## src/rtl/jsg_pkg.sv

```systemverilog
package jsg_pkg;
   function automatic int ring_length(input int stages);
      return 2 * stages;
   endfunction

   function automatic int pattern_width(input int stages);
      return 1 << stages;
   endfunction
endpackage

```

## src/rtl/jsg_ring.sv

```systemverilog
module jsg_ring #(
   parameter int STAGES  = 3,
   parameter bit RECOVER = 1'b1
) (
   input  logic              clk,
   input  logic              rst,
   output logic [STAGES-1:0] q
);
   localparam int TOP = STAGES - 1;

   logic [STAGES-1:0] shift_d;
   logic [STAGES-1:0] next_q;
   logic              in_ring;
   int                edges;

   generate
      if (STAGES < 2) begin : g_bad
         $error("jsg_ring: STAGES must be at least 2");
      end
   endgenerate

   // A ring state has at most one boundary between adjacent bits.
   always_comb begin
      edges = 0;
      for (int i = 0; i < TOP; i++)
         if (q[i] != q[i+1]) edges++;
      in_ring = (edges <= 1);
   end

   genvar s;
   generate
      for (s = 0; s < STAGES; s++) begin : g_stage
         if (s == 0) begin : g_low
            assign shift_d[s] = ~q[TOP];
         end else begin : g_up
            assign shift_d[s] = q[s-1];
         end
      end
      if (RECOVER) begin : g_fix
         assign next_q = in_ring ? shift_d : '0;
      end else begin : g_nofix
         assign next_q = shift_d;
      end
   endgenerate

   always_ff @(posedge clk) begin
      if (rst) q <= '0;
      else     q <= next_q;
   end

   AST_RESET_CLEARS: assert property (@(posedge clk) rst |=> (q == '0));
   AST_LOW_BIT_INVERTS: assert property (@(posedge clk) disable iff (rst)
      in_ring |=> (q[0] == ~$past(q[TOP])));
   AST_UPPER_SHIFT: assert property (@(posedge clk) disable iff (rst)
      in_ring |=> (q[TOP:1] == $past(q[TOP-1:0])));
   AST_ONE_BIT_MOVES: assert property (@(posedge clk) disable iff (rst)
      in_ring |=> ($countones(q ^ $past(q)) == 1));
   AST_OFF_RING_CLEARS: assert property (@(posedge clk) disable iff (rst)
      (!in_ring && RECOVER) |=> (q == '0));
endmodule

```

## src/rtl/jsg_select.sv

```systemverilog
module jsg_select #(
   parameter int SEL_W = 3,
   parameter int DAT_W = 1 << SEL_W
) (
   input  logic [SEL_W-1:0] sel,
   input  logic [DAT_W-1:0] data,
   output logic             bit_out
);
   logic [DAT_W-1:0] hit;

   generate
      if (DAT_W != (1 << SEL_W)) begin : g_bad
         $error("jsg_select: DAT_W must equal 2**SEL_W");
      end
   endgenerate

   genvar k;
   generate
      for (k = 0; k < DAT_W; k++) begin : g_leg
         assign hit[k] = data[k] & (sel == SEL_W'(k));
      end
   endgenerate

   assign bit_out = |hit;

   always_comb begin
      AST_ONE_LEG: assert ($onehot0(hit));
   end
endmodule

```

## src/rtl/jsg_top.sv

```systemverilog
module jsg_top #(
   parameter int STAGES = 3
) (
   input  logic                                 clk,
   input  logic                                 rst,
   input  logic [jsg_pkg::pattern_width(STAGES)-1:0] pattern,
   output logic                                 serial_out,
   output logic [STAGES-1:0]                    phase
);
   localparam int PAT_W = jsg_pkg::pattern_width(STAGES);

   jsg_ring #(.STAGES(STAGES), .RECOVER(1'b1)) u_ring (
      .clk (clk),
      .rst (rst),
      .q   (phase)
   );

   jsg_select #(.SEL_W(STAGES), .DAT_W(PAT_W)) u_sel (
      .sel     (phase),
      .data    (pattern),
      .bit_out (serial_out)
   );

   AST_OUT_TRACKS: assert property (@(posedge clk) disable iff (rst)
      serial_out == pattern[phase]);
   AST_IDLE_BIT0: assert property (@(posedge clk) disable iff (rst)
      (phase == '0) |-> (serial_out == pattern[0]));
endmodule

```

## config.mk

```make
export PLATFORM = sky130hd
export DESIGN_NAME = jsg_top
export DESIGN_NICKNAME = d
export VERILOG_FILES = /design/src/rtl/jsg_pkg.sv /design/src/rtl/jsg_ring.sv /design/src/rtl/jsg_select.sv /design/src/rtl/jsg_top.sv
export SDC_FILE = /design/constraint.sdc
export NUM_CORES = 1
export LEC_CHECK = 0
export ABC_CLOCK_PERIOD_IN_PS = 2100
export BUFFER_PORTS_ARGS = -buffer_cell sky130_fd_sc_hd__buf_2
export CELL_PAD_IN_SITES_DETAIL_PLACEMENT = 1
export CELL_PAD_IN_SITES_GLOBAL_PLACEMENT = 2
export CORE_AREA = 2 2 39 41
export CTS_CLUSTER_SIZE = 30
export DETAILED_ROUTE_END_ITERATION = 10
export DIE_AREA = 0 0 41 43
export GPL_TIMING_DRIVEN = 0
export PLACE_DENSITY = 0.6
export SYNTH_ARGS = -nofsm -noshare
export SYNTH_HDL_FRONTEND = slang
export SYNTH_SLANG_ARGS = --single-unit
```

## constraint.sdc

```tcl
create_clock -name clk -period 2.1 [get_ports clk]
set_clock_uncertainty 0.15 [all_clocks]
set_input_delay 0.525 -clock clk [delete_from_list [all_inputs] [get_ports clk]]
set_output_delay 0.525 -clock clk [all_outputs]
set_load 0.1 [all_outputs]
```

# Yosys cells after proc, flatten, opt, wreduce, memory -nomap -nowiden
# Cells that the tools add are included.
dict set report op_classes {
  n_addsub 1
  mul 0
  div 0
  n_lt_le_gt_ge 1
  eq_ne 9
  shifts 0
  n_mux 2
  n_bitwise 10
  reduce_logical 3
}
# op count
set op_table {}
lappend op_table {{32-bit by 2-bit less-or-equal comparator with 1-bit output, second input constant} 1}
lappend op_table {{32-bit two-way mux} 1}
lappend op_table {{3-bit == test, second input constant} 4}
lappend op_table {{1-bit AND} 8}
lappend op_table {{8-bit OR reduction} 1}
lappend op_table {{3-bit by 2-bit == test with 1-bit output, second input constant} 2}
lappend op_table {{3-bit by 1-bit == test with 1-bit output, second input constant} 1}
lappend op_table {{3-bit logical NOT} 1}
lappend op_table {{1-bit by 1-bit adder with 2-bit output, second input constant} 1}
lappend op_table {{1-bit inequality test} 2}
lappend op_table {{1-bit NOT} 2}
lappend op_table {{2-bit OR reduction} 1}
lappend op_table {{1-bit two-way mux} 1}
dict set report word_totals {
  reg_bits 3
  latch_bits 0
  ram_bits 0
  mem_bits_ro 0
  out_inout_bits 4
  wordCells 27
  mem_count 0
}

# Depth between registers and ports, before layout
dict set report depth {
  depth_word 7
  mapped_depth 5
  ltp_nobuf 5
}

# By module
# A second synthesis with hierarchy kept.
dict set report unflattened {
  cells_unflattened 14
  hier_area_um2 180.2
}
# mod instances cells_each area_per_inst_um2
set by_module_without_submodules {}
lappend by_module_without_submodules {jsg_ring 1 11 116.4}
lappend by_module_without_submodules {jsg_select 1 3 63.8}

# Least setup slack after synthesis
# No wires, ideal clock.
dict set report synth_timing {
  path_type {register to output}
  startpoint {register u_ring.q[2]}
  endpoint {output serial_out}
  arrival_ns 2.065
  required_time_ns 1.425
  setup_slack_ns -0.640
  stages_incl_launch_ff 3
  n_path_buf 0
  path_cell_list {dfxtp_1 mux2_2 a22o_1}
}
dict set report synth_via {
  elab_chain_cells 3
  word_cells_on_any_way 17
  cone_classes {eq/ne (7); bitwise (8); reduce/logical (2)}
}
# item line_no
set synth_lines {}
lappend synth_lines {{start: declaration} jsg_ring.sv:7} ;# output logic [STAGES-1:0] q
lappend synth_lines {{start signal: assignment} jsg_ring.sv:48} ;# else q <= next_q;
lappend synth_lines {{3-bit by 1-bit == test with 1-bit output, or another cell as far along} jsg_select.sv:20} ;# assign hit[k] = data[k] & (sel == SEL_W'(k));
lappend synth_lines {{1-bit AND} jsg_select.sv:20}
lappend synth_lines {{8-bit OR reduction *} jsg_select.sv:24} ;# assign bit_out = |hit;
lappend synth_lines {{end: declaration} jsg_top.sv:7} ;# output logic serial_out,
# Every way passes the cells marked *; elsewhere a longest branch is shown, timed or not.

# Worst setup path in the final report
dict set report layout_timing {
  startpoint {register u_ring.q[1]}
  endpoint {output serial_out}
}
# Same word-level chain as after synthesis.

==> impl_metrics.csv <==
group,metric,value,unit
clock_tree,cts_buffer_depth,2,
power_and_ir_drop,p_sw_share,40.9,%
power_and_ir_drop,p_leak,0.194,nW
timing,fin_ws,-0.242,ns
logic_synthesis,syn_nets,36,
cells_and_area,n_fill_cell,171,
logic_synthesis,synth_top_cell_area_share,27.9,%
timing,finalHoldViolations,0,
timing,timing.final.crit_share,112,%
global_route,grt_pass1_vias,279,
detailed_routing,dr.pass1.iters,4,
logic_synthesis,synth_cell_types,10,
global_route,grt_pass1_wl,1.02,mm
place,io_buffer_count,13,
detailed_routing,vias,258,
logic_synthesis,syn-instance-count,22,
die,start_util,15.6,%
outcome,status,"finished, violations left",
cells_and_area,areaGrowthSynthToFinish,94.2,%
logic_synthesis,ys_ff_latch,3,
die,rows,14,
setup_path,worstPathArrival,1.67,ns
logic_synthesis,postSynth.asyncResetShare,0,%
global_route,gr-total-overflow,0,
die,die_h,43,um
logic_synthesis,ys_seq_area_share,27.9,%
timing,setup-tns-final,-0.242,ns
clock_tree,path_clk_slew,0.04,ns
setup_path,critical_path.cell_chain,"inv_4, ha_4, a222oi_1, nand2_1, a22o_4, buf_12",
power_and_ir_drop,p_total,0.326,mW
clock_tree,cts_tree,"done",
die,io_pins,14,
logic_synthesis,syn_area,215,um^2
clock_tree,clock_sinks,3,
setup_path,slowest_delay,0.38,ns
outcome,violations,"setup timing",
logic_synthesis,synth_most_common_cell,"ha_1",
die,dieArea,1760,um^2
power_and_ir_drop,p_clk_share,30.4,%
clock_tree,cts_root_buffer,"clkbuf_4",
setup_path,start_kind,"flop",
logic_synthesis,synth.largest_area_cell,"dfxtp_1",
min_path,hp-class,"flop to flop",
cells_and_area,largest_reg_flops,3,
power_and_ir_drop,power_switching,0.133,mW
logic_synthesis,yosys_warnings,0,
place,place_area,312,um^2
place,hpwl,486,um
job,max_cap_viol_count,0,
detailed_routing,drt_iter0_markers,9,
power_and_ir_drop,intPower,0.193,mW
setup_path,end_kind,"output pin",
detailed_routing,drc_errors,0,
cells_and_area,stdcell_area,418,um^2
logic_synthesis,synth_edf_count,0,
detailed_routing,wire_per_inst,11.6,um
timing,min_period,2.34,ns
logic_synthesis,synthTopCellsByArea,"dfxtp_1 28%, ha_1 23%, a211oi_1 10%, a222oi_1 9.3%, buf_4 7.0%",
setup_path,crit_required,1.42,ns
die,die_width,41,um
detailed_routing,ant_nets,0,
setup_path,cp_max_fo,3,
global_route,grt_use_total,9.03,%
logic_synthesis,avgSynthCellArea,9.78,um^2
logic_synthesis,synth_common_cells,"4 x ha_1, 3 x a211oi_1, 3 x dfxtp_1, 3 x inv_1",
clock_tree,cts_made_buffers,3,
detailed_routing,wl,674,um
place,gp_congestion,0.612,
power_and_ir_drop,combPwrFrac,47.3,%
cells_and_area,fin_nets,57,
cells_and_area,drive_above_1_share,73.8,%
setup_path,worstSetupPathType,"flop to output pin",
setup_path,slowest_stage,"dfxtp_4",
clock_tree,cts_htree_levels,1,
timing,max_slew.worst_pin.slew,0.487,ns
clock_tree,cts_hold_buf,0,
detailed_routing,vias_per_cell,4.45,
power_and_ir_drop,powerDensity,780,nW/um^2
timing,rsz0062_at_grt,"yes",
timing,report.final.slew_viol_count,0,
global_route,grt_max_degree,7,
die,core_area,1380,um^2
power_and_ir_drop,vdd_drop_max,0.000230,V
clock_tree,insertion_delay,0.23,ns
cells_and_area,max_flop_register,"u_ring.q",
global_route,antenna_found_initial,0,
cells_and_area,antenna_cells,0,
timing,fmax,427,MHz
cells_and_area,reg_top3,"u_ring.q x3",
timing,relSlewSlack,67.8,%
logic_synthesis,synthFlopType,"dfxtp_1",
power_and_ir_drop,power_frac_seq,22.4,%
timing,setup_viol_count_final,1,
[cells by family after synthesis]
logic type,count (synthesis),share of synthesized area [%]
AO/OA/AOI/OAI,6,23.8
buffers and inverters,5,12.2
adder cells (fa/ha/maj),4,23.3
flip-flops,3,27.9
AND/OR/NAND/NOR,2,3.49
XOR/XNOR,1,4.07
multiplexers,1,5.23
[layout make-up]
class | count | area [um^2] | area share [%]
repair buffers | 16 | 106 | 25.4
well taps | 16 | 20.0 | 4.79
flip-flops and latches | 3 | 68.8 | 16.5
plain buffers | 2 | 15.0 | 3.59
inverters | 3 | 16.3 | 3.89
multi-input cells | 14 | 165 | 39.5
clock buffers | 4 | 26.3 | 6.29
[layer usage]
layer / track usage [%] / wire [um] / up-vias
met5: 0 / 0 / -
met4: 8.00 / 0 / 0
met3: 1.57 / 62 / 0
met2: 15.3 / 368 / 12
met1: 8.33 / 243 / 126
li1: - / - / 120
[cell usage in the layout, fill, tap and decap left out]
cell and instances:
clkbuf_4 3, dfxtp_4 2, nand2_1 2, buf_2 12
buf_12 1, a211oi_1 3, buf_6 1, mux2_2 1
dfxtp_2 1, buf_4 4, inv_4 2, ha_4 2
clkbuf_1 1, xor2_1 1, ha_2 1, a222oi_1 2
ha_1 1, a22o_4 1, inv_1 1
[timing repair]
| item | in CTS | in global routing |
|---|---|---|
| setup buffers | 3 | 0 |
| gates resized for setup | 17 | 0 |
| pin swaps | 4 | 0 |
| endpoints found under the setup margin | 1 | 1 |
[per-stage QoR]
step	util, %	worst slack, ns	hold slack (ns)	std cells
2_1_floorplan	-	0.00631	0.319	22
3_3_place_gp	22.5	-0.234	0.321	51
3_5_place_dp	22.5	-0.263	0.331	51
4_1_cts	30.2	-0.261	0.328	58
5_1_grt	30.2	-0.320	0.350	58
6_report	30.2	-0.242	0.329	58
[worst max-delay path, delay by kind of cell (launching register included)]
kind	cells	cell delay (ns)
compound gates	2	0.60
flops	1	0.38
buf+inv	2	0.20
fa+ha+maj	1	0.15
simple gates	1	0.11
[power by group through the flow]
stage          clock (mW)  sequential [mW]  combinational [mW]
5_1_grt             0.109           0.0736               0.163
2_1_floorplan           0           0.0764              0.0958
3_5_place_dp            0           0.0709               0.125
4_1_cts             0.107           0.0724               0.155
3_3_place_gp            0           0.0705               0.122
6_report           0.0990           0.0730               0.154
[path summary, 6_finish.rpt]
check / start / slack (ns) / to / cells past startpoint
max: u_ring.q[1] / -0.24 / serial_out / 6
min: u_ring.q[2] / 0.33 / u_ring.q[0] / 1
max reg2reg: u_ring.q[1] / 0.74 / u_ring.q[2] / 4
min reg2reg: u_ring.q[2] / 0.33 / u_ring.q[0] / 1
Note: power is estimated with default switching activity, not from simulation.
